==> config.mk <==
export PLATFORM = sky130hd
export DESIGN_NAME = irq_recognizer
export DESIGN_NICKNAME = d
export VERILOG_FILES = /design/src/rtl/irq_rec_pkg.sv /design/src/rtl/irq_lvl_filter.sv /design/src/rtl/irq_pend_eval.sv /design/src/rtl/irq_take_ctrl.sv /design/src/rtl/irq_recognizer.sv
export SDC_FILE = /design/constraint.sdc
export NUM_CORES = 1
export LEC_CHECK = 0
export BUFFER_PORTS_ARGS = -buffer_cell sky130_fd_sc_hd__buf_4
export CAP_MARGIN = 20
export CORE_MARGIN = 2
export CORE_UTILIZATION = 30
export DETAILED_ROUTE_END_ITERATION = 8
export GPL_ROUTABILITY_DRIVEN = 0
export RECOVER_POWER = 100
export SLEW_MARGIN = 40
export SYNTH_ARGS = -nofsm -noshare
export SYNTH_HDL_FRONTEND = slang
export SYNTH_SLANG_ARGS = --single-unit
==> constraint.sdc <==
create_clock -name clk -period 2.4 [get_ports clk]
set_clock_uncertainty 0.2 [all_clocks]
set_input_delay 0.48 -clock clk [delete_from_list [all_inputs] [get_ports clk]]
set_output_delay 0.48 -clock clk [all_outputs]
set_load 0.1 [all_outputs]
==> src/rtl/irq_rec_pkg.sv <==
package irq_rec_pkg;

    localparam int LVL_W = 3;

    typedef logic [LVL_W-1:0] lvl_t;

    localparam lvl_t LVL_NONE = '0;
    localparam lvl_t LVL_TOP  = '1;

    typedef struct packed {
        logic valid;
        lvl_t lvl;
    } pend_t;

    function automatic logic beats_mask(input lvl_t lvl, input lvl_t mask);
        return lvl > mask;
    endfunction

endpackage

==> src/rtl/irq_lvl_filter.sv <==
module irq_lvl_filter
    import irq_rec_pkg::*;
(
    input  logic clk,
    input  logic rst,
    input  lvl_t lvl_i,
    output lvl_t qual_o
);
    lvl_t smp_q;
    lvl_t qual_q;

    always_ff @(negedge clk) begin
        if (rst) begin
            smp_q  <= LVL_NONE;
            qual_q <= LVL_NONE;
        end else begin
            smp_q <= lvl_i;
            if (lvl_i == smp_q)
                qual_q <= lvl_i;
        end
    end

    assign qual_o = qual_q;

    AST_QUAL_TWO_SAMPLES: assert property (@(negedge clk) disable iff (rst)
        !$stable(qual_q) |-> (qual_q == $past(smp_q)) && (qual_q == smp_q))
        else $error("qualified level changed without two equal samples");

endmodule

==> src/rtl/irq_pend_eval.sv <==
module irq_pend_eval
    import irq_rec_pkg::*;
(
    input  logic  clk,
    input  logic  rst,
    input  lvl_t  qual_i,
    input  lvl_t  mask_i,
    input  logic  take_i,
    output pend_t pend_o
);
    lvl_t qual_d_q;
    logic nmi_q;
    logic nmi_edge;
    logic nmi_live;
    logic valid;

    always_comb begin
        nmi_edge = (qual_i == LVL_TOP) && (qual_d_q != LVL_TOP);
        nmi_live = (qual_i == LVL_TOP) && (nmi_q || nmi_edge);
        valid    = beats_mask(qual_i, mask_i) || nmi_live;
        pend_o.valid = valid;
        pend_o.lvl   = valid ? qual_i : LVL_NONE;
    end

    always_ff @(posedge clk) begin
        if (rst) begin
            qual_d_q <= LVL_NONE;
            nmi_q    <= 1'b0;
        end else begin
            qual_d_q <= qual_i;
            nmi_q    <= nmi_live && !take_i;
        end
    end

    AST_NMI_TAKEN_ONCE: assert property (@(posedge clk) disable iff (rst)
        ($past(take_i) && ($past(qual_i) == LVL_TOP) && (qual_i == LVL_TOP)
         && (mask_i == LVL_TOP)) |-> !pend_o.valid)
        else $error("steady top level recognized twice");

    AST_PEND_LVL_IDLE: assert property (@(posedge clk) disable iff (rst)
        (qual_i == LVL_NONE) |-> !pend_o.valid)
        else $error("level zero reported pending");

endmodule

==> src/rtl/irq_take_ctrl.sv <==
module irq_take_ctrl
    import irq_rec_pkg::*;
(
    input  logic  clk,
    input  logic  rst,
    input  logic  bnd_i,
    input  pend_t pend_i,
    input  logic  mask_ld_i,
    input  lvl_t  mask_i,
    output logic  take_now_o,
    output logic  take_o,
    output lvl_t  take_lvl_o,
    output lvl_t  mask_o
);
    logic take_q;
    lvl_t take_lvl_q;
    lvl_t mask_q;

    assign take_now_o = bnd_i && pend_i.valid;

    always_ff @(posedge clk) begin
        if (rst) begin
            take_q     <= 1'b0;
            take_lvl_q <= LVL_NONE;
            mask_q     <= LVL_TOP;
        end else begin
            take_q     <= take_now_o;
            take_lvl_q <= take_now_o ? pend_i.lvl : LVL_NONE;
            if (take_now_o)
                mask_q <= pend_i.lvl;
            else if (mask_ld_i)
                mask_q <= mask_i;
        end
    end

    assign take_o     = take_q;
    assign take_lvl_o = take_lvl_q;
    assign mask_o     = mask_q;

    AST_TAKE_NEEDS_BOUNDARY: assert property (@(posedge clk) disable iff (rst)
        take_q |-> $past(bnd_i))
        else $error("take without boundary strobe");

    AST_TAKE_LVL_NONZERO: assert property (@(posedge clk) disable iff (rst)
        take_q |-> (take_lvl_q != LVL_NONE))
        else $error("take of level zero");

    AST_MASK_TRACKS_TAKE: assert property (@(posedge clk) disable iff (rst)
        take_q |-> (mask_q == take_lvl_q))
        else $error("mask not updated to taken level");

    AST_MASK_LOAD: assert property (@(posedge clk) disable iff (rst)
        (!$past(take_now_o) && $past(mask_ld_i) && !$past(rst)) |-> (mask_q == $past(mask_i)))
        else $error("mask load lost");

endmodule

==> src/rtl/irq_recognizer.sv <==
module irq_recognizer
    import irq_rec_pkg::*;
(
    input  logic       clk,
    input  logic       rst,
    input  logic [2:0] irq_lvl_i,
    input  logic       bnd_i,
    input  logic       mask_ld_i,
    input  logic [2:0] mask_i,
    output logic       pend_o,
    output logic [2:0] pend_lvl_o,
    output logic       take_o,
    output logic [2:0] take_lvl_o,
    output logic [2:0] mask_o
);
    lvl_t  qual;
    lvl_t  mask_cur;
    pend_t pend;
    logic  take_now;

    irq_lvl_filter u_filter (
        .clk    (clk),
        .rst    (rst),
        .lvl_i  (irq_lvl_i),
        .qual_o (qual)
    );

    irq_pend_eval u_pend (
        .clk    (clk),
        .rst    (rst),
        .qual_i (qual),
        .mask_i (mask_cur),
        .take_i (take_now),
        .pend_o (pend)
    );

    irq_take_ctrl u_take (
        .clk        (clk),
        .rst        (rst),
        .bnd_i      (bnd_i),
        .pend_i     (pend),
        .mask_ld_i  (mask_ld_i),
        .mask_i     (mask_i),
        .take_now_o (take_now),
        .take_o     (take_o),
        .take_lvl_o (take_lvl_o),
        .mask_o     (mask_cur)
    );

    assign pend_o     = pend.valid;
    assign pend_lvl_o = pend.lvl;
    assign mask_o     = mask_cur;

    AST_RESET_IDLE: assert property (@(posedge clk)
        $past(rst) |-> (!take_o && (mask_o == LVL_TOP)))
        else $error("state after reset wrong");

endmodule

==> reports/metrics.yaml, run 1 <==
detailed_routing:
  avgRoutedWirePerCell_microns: 11.33
  vias: 680
  drtPass1Iterations: 4
  first_iter_violations: 9
  drt_wl_total_mm: 1.688
  routed_via_density: 4.564
  drc: 0
  ant_nets: 0
synth:
  synth_compound_area_frac: 0.1324
  syn_avg_cell_area_sq_um: 10.08
  synth_commonest_cells: "dfxtp_1 (17), nor2_1 (10), nor2b_1 (6)"
  synthArstFlopShare: 0
  syn_area_sq_um: 765.7
  syn_inst: 76
  synthAdderAreaFrac: 0.04902
  synth_edf_count: 0
  ys_top_cells_by_area: "dfxtp_1 (44%), mux2i_1 (5.2%), ha_1 (4.9%)"
  yosysTopAreaCell: "dfxtp_1"
  ys_ff_latch: 17
  yosysWarnings: 0
  synth_top_family_by_area: "simple AND/OR/NAND/NOR gates"
  synth_top_area_frac: 0.4444
  synthMostInstantiatedCell: "dfxtp_1"
  synthMuxAreaShare: 0.06699
  ys_seq_area_frac: 0.4444
  syn-num-nets: 89
  synthSimpleGateAreaFrac: 0.2435
  synth_xor_area_frac: 0.03431
  synth.distinct_cells: 31
  synth_flop_cell: "dfxtp_1"
clocking:
  clk_latency_ps: 350
  htree_levels: 1
  clkSlewWorstSetupHoldPaths_ps: 100
  cts_tree: "yes"
  clockBufferDepth: 2
  cts_root_buf: "clkbuf_4"
  cts_buffers: 3
  clkSinkCount: 17
worst_setup_path:
  cp.required_ps: 1720
  cp-end-kind: "primary output"
  crit_arrival_ps: 2940
  crit_fanout: 3
  cp_slowest_stage_delay_ps: 320
  critPathLaunchType: "flop"
  crit_path_top_delay_cell: "dfxtp_2"
  cp_cell_sequence: "inv_2 > ha_4 > and3_4 > a21oi_4 > or2_4 > and2_4 > buf_12"
  criticalPathCategory: "reg2out"
timing:
  hold_viol_final: 0
  setup_violations: 13
  slew_violations: 0
  setup_slack_ps: -1219
  max-slew-margin-rel: 0.6419
  worstMarginPinSlew_ps: 539.5
  rsz0062_at_grt: "true"
  setup-tns-final_ps: -8866
global_routing:
  grt_max_degree: 13
  grt.overflow.total: 0
  antenna_found_initial: 0
  grt_pass1_vias: 647
  track_usage: 0.1386
  grt_pass1_wl_mm: 2.849
pwr:
  power_mw: 0.7171
  leakagePower_nw: 0.5913
  power_density_nw_per_um2: 565.2
  vdd_drop_max_uv: 316.1
outcome:
  violations: "setup timing"
  status: "finished with violations"
placed_design:
  hpwl_mm: 1.320
  post_dp_cell_area_sq_um: 1149
  dp_slack_ps: -914.6
  port_buffers: 20
finish:
  layout-drive-gt1-share: 0.5126
  fillers: 226
  area_growth_pct: 65.69
  fin_area_sq_um: 1269
  fin_nets: 133
  diodes: 0
die:
  rows: 18
  dieArea_sq_um: 2972
  core-area_sq_um: 2455
  pin_count: 21
  die_x_microns: 54.52
  start_util: 0.3119
  fp.dieH_microns: 54.52
worst_hold_path:
  hold_path_class: "in2reg"
job:
  drv_cap: 0
[repair_timing]
item,4_1_cts,5_1_grt
hold buffers,0,0
pin swaps,2,4
cloned,0,0
endpoints found under the setup margin,12,12
setup buffers,1,2
resized for setup,11,6
[layer usage]
| layer | wire length, microns | vias up | global-route usage |
|---|---|---|---|
| met5 | 0 | - | 0 |
| met4 | 19 | 0 | 0.05000 |
| met3 | 68 | 3 | 0.04098 |
| met2 | 839 | 12 | 0.2169 |
| met1 | 761 | 319 | 0.1801 |
| li1 | - | 346 | - |
[sequential cells by signal, indices dropped and copies added, names as in the netlist]
register,count
u_pend.qual_d_q,3
u_take.take_lvl_o,3
u_filter.smp_q,3
u_pend.nmi_q,1
u_take.take_o,1
u_filter.qual_o,3
u_take.mask_o,3
[per-stage QoR]
step           instances    util  hold slack (ps)
6_report             149  0.5168            255.3
5_1_grt              149  0.5168            283.0
4_1_cts              147  0.5107            259.2
3_5_place_dp         137  0.4679            423.4
3_3_place_gp         137  0.4679            423.7
2_1_floorplan         76       -            315.1
[worst max-delay path, delay by kind of cell (launching register included)]
kind / cells / cell delay (ps)
and+or+nand+nor: 3 / 580
DFF: 1 / 320
adders and majority gates: 1 / 250
buffers and inverters: 2 / 210
AOI/OAI and AO/OA: 1 / 40
[final timing paths]
kind / start / to / cells after the start / slack (ps)
max: u_filter.qual_o[0]$_SDFFE_NP0N_ / pend_lvl_o[1] / 7 / -1220
min: mask_i[1] / u_take.mask_o[1]$_SDFFE_PP1P_ / 3 / 260
max reg2reg: u_filter.qual_o[0]$_SDFFE_NP0N_ / u_take.take_lvl_o[0]$_SDFF_PP0_ / 9 / -630
min reg2reg: u_filter.qual_o[2]$_SDFFE_NP0N_ / u_filter.qual_o[2]$_SDFFE_NP0N_ / 3 / 450
[cell type report]
class,count,area (sq um),area share
Multi-Input combinational cell,53,526.8,0.4152
Sequential cell,17,344.1,0.2712
Timing Repair Buffer,35,282.8,0.2229
Clock inverter,7,40.04,0.03156
Tap cell,30,37.54,0.02959
Clock buffer,3,22.52,0.01775
Inverter,4,15.01,0.01183
[cell usage in the layout, fill, tap and decap left out, types with 4 or more instances in the layout]
cell      count
buf_4        19
inv_1         8
dfxtp_1      14
nor2_1        8
clkbuf_2      7
nor2b_1       6
mux2i_1       4
[power breakdown]
| part | switching, mW | total [mW] | internal (mW) | leakage (nW) |
|---|---|---|---|---|
| Clock | 0.112 | 0.240 | 0.127 | 0.0585 |
| Sequential | 0.0105 | 0.306 | 0.295 | 0.140 |
| Combinational | 0.101 | 0.172 | 0.0703 | 0.392 |
| Total | 0.224 | 0.717 | 0.493 | 0.591 |
[cells by family after synthesis]
family                     Yosys count
and+or+nand+nor                     31
DFF                                 17
AOI/OAI and AO/OA                   11
buffers and inverters                6
muxes                                5
xor gates and xnor gates             3
adders and majority gates            3
No activity file was read; power rests on OpenSTA's default activity.
==> run 2: changes to the inputs <==
--- a/config.mk
+++ b/config.mk
@@ -8,9 +8,10 @@
 export BUFFER_PORTS_ARGS = -buffer_cell sky130_fd_sc_hd__buf_4
 export CAP_MARGIN = 20
 export CORE_MARGIN = 2
-export CORE_UTILIZATION = 30
+export CORE_UTILIZATION = 49
 export DETAILED_ROUTE_END_ITERATION = 8
 export GPL_ROUTABILITY_DRIVEN = 0
+export PLACE_DENSITY = 0.75
 export RECOVER_POWER = 100
 export SLEW_MARGIN = 40
 export SYNTH_ARGS = -nofsm -noshare
==> run 2 against run 1 <==
The run still ends with setup timing left. Register-to-register slack hardly changed. Utilization is 32 points higher. First-iteration DRC count is 22% lower. Sequential power hardly changed. Clock power is 21% lower. Clock-buffer cell count is 1 higher. Non-clock buffer count stayed put. Cell area is 2.1% lower. Die area is 36% lower.
==> reports/metrics.yaml, run 2 (synthesis gave the netlist of run 1 again) <==
outcome:
  status: "finished with violations"
  violations: "setup timing"
worst_setup_path:
  criticalPathCategory: "reg2out"
  critPathLaunch: "u_filter.qual_o[2]$_SDFFE_NP0N_"
  crit_path_top_delay_cell: "dfxtp_2"
  r2r_cells: 7  # -2
  crit_fanout: 3  # unchanged
  reg2reg_to: "u_take.mask_o[1]$_SDFFE_PP1P_"
  crit_arrival_ps: 2950  # about the same
  reg2reg_slack_ps: -630  # about the same
  r2r_start: "u_filter.qual_o[2]$_SDFFE_NP0N_"
  cp-end-kind: "primary output"
  cp.required_ps: 1720  # about the same
  cp_slowest_stage_delay_ps: 330  # about the same
  cp_cell_sequence: "ha_4 > and3_4 > a21oi_4 > or2_4 > and2_4 > buf_12"
  critPathLaunchType: "flop"
clocking:
  cts_tree: "yes"
  cts_root_buf: "clkbuf_4"
  hold_buffers: 0  # unchanged
  clkSinkCount: 17  # unchanged
  clk_latency_ps: 350  # about the same
  clkSlewWorstSetupHoldPaths_ps: 100  # about the same
  cts_buffers: 3  # unchanged
  clockBufferDepth: 2  # unchanged
  htree_levels: 1  # unchanged
timing:
  hold_viol_final: 0  # unchanged
  slew_violations: 0  # unchanged
  holdWs_ps: 285.5  # +30.20 ps
  setup_violations: 12  # -1
  setup_slack_ps: -1225  # -6.370 ps
  worstMarginPinSlew_ps: 539.0  # -0.4612 ps
  rsz0062_at_grt: "true"
  max-slew-margin-rel: 0.6422  # about the same
  setup-tns-final_ps: -8995  # -128.3 ps
finish:
  fin_nets: 133  # unchanged
  layout-drive-gt1-share: 0.5126  # unchanged
  area_growth_pct: 62.25
  diodes: 0  # unchanged
  layout_common_cells: "buf_4 (19), dfxtp_1 (15), nor2_1 (8), inv_1 (8), clkbuf_2 (7)"
  fillers: 88  # -61%
  layout_commonest_cell: "buf_4"
die:
  core-area_sq_um: 1489  # -39%
  pin_count: 21  # unchanged
  rows: 14  # -4
  die_x_microns: 43.53  # -20%
  start_util: 0.5143  # +0.2024
  fp.dieH_microns: 43.53  # -20%
  dieArea_sq_um: 1895  # -36%
placed_design:
  port_buffers: 20  # unchanged
  hpwl_mm: 1.303  # -1.3%
global_routing:
  antenna_found_initial: 0  # unchanged
  grt.overflow.total: 0  # unchanged
  track_usage: 0.2123  # +0.07365
  grt_max_degree: 13  # unchanged
  grt_pass1_vias: 635  # -1.9%
  grt_pass1_wl_mm: 2.863  # +0.49%
worst_hold_path:
  hold_path_depth: 3  # unchanged
  min_to: "u_take.mask_o[0]$_SDFFE_PP1P_"
  hp-start: "mask_i[0]"
  hold_path_class: "in2reg"
pwr:
  power_mw: 0.6677  # -6.9%
  vdd_drop_max_uv: 429.4  # +36%
  power_density_nw_per_um2: 537.4  # -4.9%
  leakagePower_nw: 0.5822  # -1.5%
detailed_routing:
  drc: 0  # unchanged
  first_iter_violations: 7  # -2
  drt_wl_total_mm: 1.774  # +5.1%
  avgRoutedWirePerCell_microns: 13.14  # +16%
  routed_via_density: 5.081  # +11%
  ant_nets: 0  # unchanged
  drtPass1Iterations: 4  # unchanged
  vias: 686  # +0.88%
job:
  drv_cap: 0  # unchanged
==> run 2: cell types whose count changed in the layout (fill, tap and decap cells not counted) <==
cell,change
nor2_2,-1
nor3_2,+1
dfxtp_1,+1
a21oi_2,+1
nor2_4,+1
bufinv_8,-1
nor3_1,-1
clkbuf_4,+1
dfxtp_2,-1
a21oi_4,-1
==> run 2: how the worst max path moves through the flow <==
stage	endpoint	slack, ps
after floorplan	pend_lvl_o[0]	-1160
after global placement	pend_lvl_o[1]	-890
after detailed placement	pend_lvl_o[1]	-900
after CTS	pend_lvl_o[1]	-1210
after global routing	pend_lvl_o[1]	-1300
final	pend_lvl_o[1]	-1230
==> run 2: layer usage <==
layer / wire length, microns / vias up / global-route usage
li1: - / 351 / -
met1: 813 / 314 / 0.2682
met2: 869 / 17 / 0.3284
met3: 54 / 4 / 0.05000
met4: 37 / 0 / 0.1273
met5: 0 / - / 0
==> run 2: worst max-delay path: cells and delay by family, from the launching register on <==
family / cells / cell delay, ps
AND/OR/NAND/NOR: 3 / 580
flip-flops: 1 / 330
adder cells (fa/ha/maj): 1 / 280
buffers and inverters: 1 / 160
AO/OA/AOI/OAI: 1 / 40
==> run 2: final cells by class <==
type,instances,area [sq um],share of cell area
multi-input cells,53,529.3,0.4260
flip-flops and latches,17,342.8,0.2759
repair buffers,35,286.5,0.2306
clock buffers,4,26.28,0.02115
clock inverters,6,22.52,0.01813
well taps,16,20.02,0.01611
inverters,4,15.01,0.01208
==> run 2: stage by stage <==
stage / instances / util / cell area, sq um / worst slack (ps)
final: 135 / 0.8345 / 1242 / -1225
after global routing: 135 / 0.8345 / 1242 / -1300
after CTS: 134 / 0.8261 / 1230 / -1210
after detailed placement: 124 / 0.7647 / 1139 / -900.0
after floorplan: 76 / - / 874.6 / -1160
after global placement: 124 / 0.7647 / 1139 / -885.7
==> run 2: what timing repair did <==
| item | in CTS | in global routing |
|---|---|---|
| pin swaps | 2 | 2 |
| gates resized for setup | 11 | 7 |
| setup endpoints to repair | 13 | 13 |
| buffers inserted | 2 | 1 |
==> run 2: where the power goes <==
| part | switching [mW] | internal [mW] | total, mW |
|---|---|---|---|
| clock | 0.112 | 0.0777 | 0.190 |
| combinational | 0.103 | 0.0695 | 0.173 |
| sequential | 0.0101 | 0.295 | 0.305 |
| total | 0.225 | 0.442 | 0.668 |
